$ cat config.mk
export PLATFORM = sky130hd
export DESIGN_NAME = fx_requant
export DESIGN_NICKNAME = d
export VERILOG_FILES = /design/src/rtl/fxq_pkg.sv /design/src/rtl/fxq_frac_align.sv /design/src/rtl/fxq_range_fit.sv /design/src/rtl/fx_requant.sv
export SDC_FILE = /design/constraint.sdc
export NUM_CORES = 1
export LEC_CHECK = 0
export ABC_AREA = 1
export ABC_CLOCK_PERIOD_IN_PS = 4300
export BUFFER_PORTS_ARGS = -buffer_cell sky130_fd_sc_hd__buf_2
export CAP_MARGIN = 40
export CORE_MARGIN = 10
export CORE_UTILIZATION = 40
export DETAILED_ROUTE_END_ITERATION = 10
export PLACE_DENSITY = 0.75
export REMOVE_ABC_BUFFERS = 1
export SYNTH_ARGS = -nofsm -noshare
export SYNTH_HDL_FRONTEND = slang
export SYNTH_SLANG_ARGS = --single-unit
$ cat constraint.sdc
create_clock -name vclk -period 4.3
set_clock_uncertainty 0.05 [all_clocks]
set_input_delay 0.215 -clock vclk [all_inputs]
set_output_delay 0.215 -clock vclk [all_outputs]
set_load 0.02 [all_outputs]
$ cat src/rtl/fxq_pkg.sv
package fxq_pkg;

  typedef enum logic {
    RND_TRUNC   = 1'b0,
    RND_NEAREST = 1'b1
  } rnd_mode_e;

  typedef enum logic {
    OVF_WRAP = 1'b0,
    OVF_SAT  = 1'b1
  } ovf_mode_e;

  function automatic int imax(input int a, input int b);
    return (a > b) ? a : b;
  endfunction

endpackage

$ cat src/rtl/fxq_frac_align.sv
module fxq_frac_align #(
  parameter int IN_INT   = 8,
  parameter int IN_FRAC  = 8,
  parameter int OUT_FRAC = 4,
  parameter bit SIGNED   = 1'b1,
  localparam int IN_W    = IN_INT + IN_FRAC,
  localparam int MID_W   = IN_INT + OUT_FRAC + 1
) (
  input  logic             clk,
  input  logic             rst_n,
  input  logic [IN_W-1:0]  din,
  input  logic             rnd_near,
  output logic [MID_W-1:0] mid,
  output logic             inexact
);
  import fxq_pkg::*;

  generate
    if (OUT_FRAC >= IN_FRAC) begin : g_widen
      localparam int SH = OUT_FRAC - IN_FRAC;

      function automatic logic [MID_W-1:0] widen(input logic [IN_W-1:0] v);
        logic [MID_W-1:0] e;
        e = {{(MID_W-IN_W){SIGNED ? v[IN_W-1] : 1'b0}}, v};
        return e << SH;
      endfunction

      assign mid     = widen(din);
      assign inexact = 1'b0;

      // the rounding mode alone never moves the result when widening
      a_r1_mode_blind: assert property (@(posedge clk) disable iff (!rst_n)
        (!$stable(rnd_near) && $stable(din)) |-> $stable(mid));
    end else begin : g_narrow
      localparam int DROP = IN_FRAC - OUT_FRAC;
      localparam int CW   = MID_W + DROP + 1;
      localparam logic signed [CW-1:0] STEP = CW'(1) <<< DROP;
      localparam logic signed [CW-1:0] HALF = STEP >>> 1;

      function automatic logic [MID_W-1:0] requant(input logic [IN_W-1:0] v,
                                                   input rnd_mode_e rm);
        logic [MID_W-1:0] base;
        logic             bump;
        base = {(SIGNED ? v[IN_W-1] : 1'b0), v[IN_W-1:DROP]};
        bump = (rm == RND_NEAREST) && v[DROP-1];
        return base + {{(MID_W-1){1'b0}}, bump};
      endfunction

      function automatic logic lost_any(input logic [IN_W-1:0] v);
        return |v[DROP-1:0];
      endfunction

      assign mid     = requant(din, rnd_mode_e'(rnd_near));
      assign inexact = lost_any(din);

      // Scaled views used only by the checks below
      logic              din_sx, mid_sx;
      logic signed [CW-1:0] din_sc, mid_sc, diff;
      assign din_sx = SIGNED ? din[IN_W-1] : 1'b0;
      assign mid_sx = SIGNED ? mid[MID_W-1] : 1'b0;
      assign din_sc = {{2{din_sx}}, din};
      assign mid_sc = {mid_sx, mid, {DROP{1'b0}}};
      assign diff   = din_sc - mid_sc;

      // truncation lands on the floor of the input value
      a_r4_floor: assert property (@(posedge clk) disable iff (!rst_n)
        !rnd_near |-> (diff >= 0) && (diff < STEP));
      // rounding stays within half an LSB, ties resolved upward
      a_r5_nearest: assert property (@(posedge clk) disable iff (!rst_n)
        rnd_near |-> (diff >= -HALF) && (diff < HALF));
      // no lost bits means the value is carried exactly
      a_r10_exact: assert property (@(posedge clk) disable iff (!rst_n)
        !inexact |-> (diff == 0));
    end
  endgenerate

endmodule

$ cat src/rtl/fxq_range_fit.sv
module fxq_range_fit #(
  parameter int MID_W  = 9,
  parameter int OUT_W  = 7,
  parameter bit SIGNED = 1'b1
) (
  input  logic             clk,
  input  logic             rst_n,
  input  logic [MID_W-1:0] mid,
  input  logic             saturate,
  output logic [OUT_W-1:0] dout,
  output logic             ovf
);
  import fxq_pkg::*;

  localparam int EXT_W = imax(MID_W, OUT_W) + 1;
  localparam logic [OUT_W-1:0] ALL1 = '1;
  localparam logic [OUT_W-1:0] MAXV = SIGNED ? (ALL1 >> 1) : ALL1;
  localparam logic [OUT_W-1:0] MINV = SIGNED ? ~(ALL1 >> 1) : '0;

  function automatic logic [EXT_W-1:0] extend(input logic [MID_W-1:0] v);
    return {{(EXT_W-MID_W){SIGNED ? v[MID_W-1] : 1'b0}}, v};
  endfunction

  function automatic logic in_range(input logic [EXT_W-1:0] e);
    logic [EXT_W-1:0] t;
    if (SIGNED) begin
      t = $unsigned($signed(e) >>> (OUT_W-1));
      return (t == '0) || (t == '1);
    end else begin
      t = e >> OUT_W;
      return t == '0;
    end
  endfunction

  function automatic logic [OUT_W-1:0] pick(input logic [EXT_W-1:0] e,
                                            input logic fits,
                                            input logic neg,
                                            input ovf_mode_e om);
    if (fits || om == OVF_WRAP) return e[OUT_W-1:0];
    return neg ? MINV : MAXV;
  endfunction

  logic [EXT_W-1:0] ext_val;
  logic             fit_ok;
  logic             mid_neg;

  assign ext_val = extend(mid);
  assign fit_ok  = in_range(ext_val);
  assign mid_neg = SIGNED ? mid[MID_W-1] : 1'b0;
  assign ovf     = !fit_ok;
  assign dout    = pick(ext_val, fit_ok, mid_neg, ovf_mode_e'(saturate));

  // clamping on the high side
  a_r7_sat_hi: assert property (@(posedge clk) disable iff (!rst_n)
    (saturate && ovf && !mid_neg) |-> (dout == MAXV));
  // wrap keeps the low bits of the wide value
  a_r8_wrap: assert property (@(posedge clk) disable iff (!rst_n)
    !saturate |-> (dout == ext_val[OUT_W-1:0]));
  // a value that fits passes through untouched in either mode
  a_r9_fit_pass: assert property (@(posedge clk) disable iff (!rst_n)
    !ovf |-> (dout == ext_val[OUT_W-1:0]));

  generate
    if (SIGNED) begin : g_neg_chk
      // clamping on the low side for negative values
      a_r7_sat_lo: assert property (@(posedge clk) disable iff (!rst_n)
        (saturate && ovf && mid_neg) |-> (dout == MINV));
    end
  endgenerate

endmodule

$ cat src/rtl/fx_requant.sv
module fx_requant #(
  parameter int IN_INT   = 8,
  parameter int IN_FRAC  = 8,
  parameter int OUT_INT  = 6,
  parameter int OUT_FRAC = 4,
  parameter bit SIGNED   = 1'b1,
  parameter bit REG_OUT  = 1'b0
) (
  input  logic                        clk,
  input  logic                        rst_n,
  input  logic [IN_INT+IN_FRAC-1:0]   din,
  input  logic                        round_near,
  input  logic                        saturate,
  output logic [OUT_INT+OUT_FRAC-1:0] dout,
  output logic                        ovf,
  output logic                        inexact
);
  localparam int IN_W  = IN_INT + IN_FRAC;
  localparam int OUT_W = OUT_INT + OUT_FRAC;
  localparam int MID_W = IN_INT + OUT_FRAC + 1;

  logic [MID_W-1:0] mid_val;
  logic             frac_inexact;
  logic [OUT_W-1:0] fit_val;
  logic             fit_ovf;

  fxq_frac_align #(
    .IN_INT  (IN_INT),
    .IN_FRAC (IN_FRAC),
    .OUT_FRAC(OUT_FRAC),
    .SIGNED  (SIGNED)
  ) u_frac (
    .clk     (clk),
    .rst_n   (rst_n),
    .din     (din[IN_W-1:0]),
    .rnd_near(round_near),
    .mid     (mid_val),
    .inexact (frac_inexact)
  );

  fxq_range_fit #(
    .MID_W (MID_W),
    .OUT_W (OUT_W),
    .SIGNED(SIGNED)
  ) u_fit (
    .clk     (clk),
    .rst_n   (rst_n),
    .mid     (mid_val),
    .saturate(saturate),
    .dout    (fit_val),
    .ovf     (fit_ovf)
  );

  generate
    if (REG_OUT) begin : g_reg
      always_ff @(posedge clk or negedge rst_n) begin
        if (!rst_n) begin
          dout    <= '0;
          ovf     <= 1'b0;
          inexact <= 1'b0;
        end else begin
          dout    <= fit_val;
          ovf     <= fit_ovf;
          inexact <= frac_inexact;
        end
      end

      // one clock from core result to the ports
      a_r11_one_cycle: assert property (@(posedge clk) disable iff (!rst_n)
        1'b1 |=> (dout == $past(fit_val)) && (ovf == $past(fit_ovf)));
    end else begin : g_comb
      assign dout    = fit_val;
      assign ovf     = fit_ovf;
      assign inexact = frac_inexact;

      // no hidden state when unregistered
      a_r11_no_state: assert property (@(posedge clk) disable iff (!rst_n)
        ($stable(din) && $stable(round_near) && $stable(saturate))
          |-> ($stable(dout) && $stable(ovf) && $stable(inexact)));
    end
  endgenerate

endmodule

After elaboration in Yosys (flattened, before gate mapping)

Index checks and enable logic that the tools add are counted.

Add/sub/neg operators: 1
Multiplexer cells: 4
Bitwise operators: 1
Equal/unequal tests: 1
Reduce and logical (&&, ||, !) cells: 6

Operator list:

| operator                                     | count |
|---|---|
| 2-to-1 mux 10 bit                            | 3 |
| equality test 14 bit (second input constant) | 1 |
| zero test 14 bit                             | 1 |
| adder 12 x 2 -> 13 bit                       | 1 |
| OR reduction 4 bit                           | 1 |
| logical OR 1 bit                             | 2 |
| logical AND 1 bit                            | 1 |
| zero test 1 bit                              | 1 |
| 2-to-1 mux 1 bit                             | 1 |
| NOT 1 bit                                    | 1 |

Bits in registers: 0
Word-level logic and storage cells: 13
Output and inout bits: 12

Logic depth before layout (Yosys ltp)

Depth after elaboration: 7
Depth in mapped cells: 15
Mapped depth without buffers: 15

Modules after synthesis

From an unflattened synthesis, not the netlist that was laid out.

Cells, all modules: 96
Area, all modules: 488.0 um^2

Modules (own cells, without submodules):

| module         | instances | cells each | area each (um^2) | seq. area each (um^2) |
|---|---|---|---|---|
| fxq_frac_align | 1         | 59         | 297.8            | 0.0 |
| fxq_range_fit  | 1         | 37         | 190.2            | 0.0 |

Worst setup path before layout

Ideal clock, no wire load.

Path type: in2out
From: input din[3]
To: output dout[0]
Data arrival time: 1604 ps
Cell stages on the path: 14
Path slack: 2431 ps
Buffers on the path: 0
Required time: 4035 ps
Cells stage by stage: nand2_1 -> inv_1 -> ha_1 -> ha_1 -> nand2_2 -> nor2_4 -> nand3_4 -> nand2_4 -> inv_4 -> nor2_8 -> nand2_4 -> nand3_4 -> nand2_1 -> nand2_1

Longest elaborated chain between the ends: 7

Ends and longest elaborated chain:

| what                                                            | RTL line             | RTL |
|---|---|---|
| from (decl)                                                     | fx_requant.sv:11     | `input logic [IN_INT+IN_FRAC-1:0] din,` |
| logical AND 1 bit *                                             | fxq_frac_align.sv:45 | `bump = (rm == RND_NEAREST) && v[DROP-1];` |
| adder 12 x 2 -> 13 bit *                                        | fxq_frac_align.sv:46 | `return base + {{(MID_W-1){1'b0}}, bump};` |
| equality test 14 bit / zero test 14 bit (equally long branches) | fxq_range_fit.sv:28  | `return (t == '0) \|\| (t == '1);` |
| logical OR 1 bit                                                | fxq_range_fit.sv:28  |  |
| logical OR 1 bit                                                | fxq_range_fit.sv:39  | `if (fits \|\| om == OVF_WRAP) return e[OUT_W-1:0];` |
| 2-to-1 mux 1 bit                                                | fxq_range_fit.sv:39  |  |
| 2-to-1 mux 10 bit *                                             | fxq_range_fit.sv:40  | `return neg ? MINV : MAXV;` |
| to (decl)                                                       | fx_requant.sv:14     | `output logic [OUT_INT+OUT_FRAC-1:0] dout,` |

Mark *: on every way between the ends. The rest lies on a longest branch, timed or not. The select of a mux whose other input is x is not followed.

Worst setup path in the final report

From: input din[3]
To: output dout[6]

Same word-level chain as after synthesis.

==> results.md <==
- Power density cells: 101.5 mW/mm^2
- Drt wl/cell: 10.70 um
- PostCTS Resize Cnt: 0
- Post-CTS Setup Bufs: 0
- Mux share of post-synthesis cell area: 0
- Core Util, Final: 0.5531
- Largest net degree at the start of global routing: 10
- CP arrival: 1880 ps
- Max Clk Rate: 0.4667 GHz
- Avg Cell Area, Syn: 6.527 sq um
- Vias/cell: 4.625
- Crit Path Class: input port to output pin
- Full die area: 0.003226 sq mm
- RSZ-0062 raised after global routing: no
- Number of synthesis warnings: 0
- Critical Path RT: 4030 ps
- Combinational family with the most area after synthesis: simple AND/OR/NAND/NOR gates
- Gr ovfl total: 0
- Period minus WS final: 2143 ps
- Most instantiated library cell after synthesis: nand2_1
- Final slew viol count: 0
- Final net count: 137
- Simple-gate area share of the yosys netlist: 0.7598
- Slew headroom: 0.8521
- Router iterations before antenna repair: 4
- Post-DP Area: 710.7 sq um
- Setup crit end: dout[6]
- Worst path max stage delay: 210 ps
- Port bufs: 30
- Status: complete, no violations
- Unique cell type count in the Yosys netlist: 23
- Worst path cell trace: buf_2 -> nand2_1 -> inv_1 -> ha_1 -> ha_1 -> nand2_2 -> nor2_4 -> nand3_4 -> nand2_4 -> inv_4 -> nor2_8 -> nand2_4 -> nand3_4 -> nand2_1 -> nand2_1 -> buf_2
- Endpoints failing hold: 0
- Core Box Area: 0.001285 sq mm
- GRT busiest layer: met2
- Commonest cells post-synth: 31 x nand2_1, 7 x inv_1, 6 x nand2_2
- Die W: 56.80 um
- Fill count: 137
- Adder-cell share of the synthesized area: 0.04619
- Static Leak: 0.0003885 uW
- CLK BUF: 0
- Initial antenna violation count: 0
- Worst Tran Pin Value: 221.1 ps
- Slowest cell on crit path: ha_1
- # rows: 13
- Vias in the first global route: 577
- Residual DRC: 0
- Num ports: 32
- Share of cells above drive strength 1: 0.4779
- Tot Pwr: 72.11 uW
- Final instance area: 710.7 sq um
- # setup viols final: 0
- CP endpoint kind: output pin
- Initial core utilization: 0.4216
- Vias after detailed routing: 592
- Multi-input gate area: 505.5 sq um
- Iter 0 DRT Violations: 11
- CP Launch Type: input port
- Largest vdd supply drop: 48.61 uV
- Cell count after synthesis: 83
- Synth Area in Compound Gates: 0.03002
- Tot GR Track Use: 0.07839
- Placer Congestion: 0.7846
- M3 GR Usage: 0.02247
- Post-synth top area cell: nand2_1
- Post-Synth XOR/XNOR Area: 0.09700
- Total Wirelength: 1369 um
- Hpwl dp: 1229 um
- Setup_tns: 0 ps
- Reg area: 0 sq um
- Mapped Area: 541.8 sq um
- Layout area overhead: 31.18%
- Antenna Cells: 0
- ANT nets after route: 0
- FFs & Latches: 0
- Met2 usage: 0.1301
- Most frequent cell on the critical path: nand2_1
- Max FO, Critical Path: 9
- Period utilization: 0.4983
- Synth top area share: 0.2148
- Die height: 56.80 um
- Top area cells in the synthesized netlist: nand2_1 21%, nand2_4 8.3%, nand4_4 7.9%, nand2_2 6.9%, nand3_4 6.5%
- Max cap viols: 0
- Crit path from: din[3]
- Seq/Total Area, Yosys: 0
- Post-CTS Hold Buffers: 0
- First-pass GRT wire length: 2277 um
- Met1 GRT Util: 0.1011
- Worst hold path class: input port to output pin
worst max-delay path, delay by kind of cell:
kind | cells | cell delay [ps]
adder cells (fa/ha/maj) | 2 | 400
AND/OR/NAND/NOR | 10 | 890
buffers and inverters | 4 | 350
worst min-delay path by stage:
| stage | endpoint | depth (start not counted) | startpoint | slack (ps) |
|---|---|---|---|---|
| 2_1_floorplan | inexact | 1 | din[2] | 560 |
| 3_3_place_gp | inexact | 3 | din[2] | 680 |
| 3_5_place_dp | inexact | 3 | din[2] | 690 |
| 4_1_cts | inexact | 3 | din[2] | 690 |
| 5_1_grt | inexact | 3 | din[0] | 720 |
| 6_report | inexact | 3 | din[2] | 680 |
area by class of cell:
cell class	instances	share of cell area
inverter	9	0.05106
multi-input combinational	74	0.7113
tap	15	0.02641
timing repair buffer	30	0.2113
per-stage QoR:
step | setup WS, ps | instances | hold WS (ps)
2_1_floorplan | 2431 | 83 | 563.5
5_1_grt | 1962 | 128 | 715.2
6_report | 2157 | 128 | 684.1
3_5_place_dp | 2125 | 128 | 686.1
4_1_cts | 2127 | 128 | 687.3
3_3_place_gp | 2147 | 128 | 681.5
layer usage:
layer	part of all wire	wire (um)
met5	0	0
met4	0	0
met3	0.088	120
met2	0.41	567
met1	0.50	681
where the power goes:
group          total, uW  leakage [uW]  internal [uW]  switching (uW)
sequential             0             0              0               0
combinational       72.1      0.000389           26.3            45.8
clock                  0             0              0               0
total               72.1      0.000389           26.3            45.8
logic make-up after synthesis:
logic type	count (synthesis)
adders and majority gates	2
AOI/OAI and AO/OA	3
and+or+nand+nor	63
buffers and inverters	9
xor gates and xnor gates	6
cells in the final DEF, fill, tap and decap left out:
| cell | netlist | final |
|---|---|---|
| nor2_4 | 3 | 3 |
| nor2_8 | 1 | 1 |
| buf_2 | 0 | 30 |
| nor2_2 | 2 | 2 |
| ha_1 | 2 | 2 |
| o21ai_0 | 1 | 1 |
| inv_2 | 1 | 1 |
| and2_1 | 1 | 1 |
| inv_1 | 7 | 7 |
| a31oi_1 | 1 | 1 |
| nand2_1 | 31 | 31 |
| nand2_2 | 6 | 6 |
| nand3_2 | 2 | 2 |
| nand2_4 | 4 | 4 |
| nand4_4 | 2 | 2 |
| nor2_1 | 5 | 5 |
| nand3_1 | 2 | 2 |
| or4_1 | 1 | 1 |
| xnor2_1 | 2 | 2 |
| inv_4 | 1 | 1 |
| a21oi_1 | 1 | 1 |
| xor2_1 | 4 | 4 |
| nand3_4 | 2 | 2 |
| nand4_1 | 1 | 1 |
(Power assumes the default switching activity.)
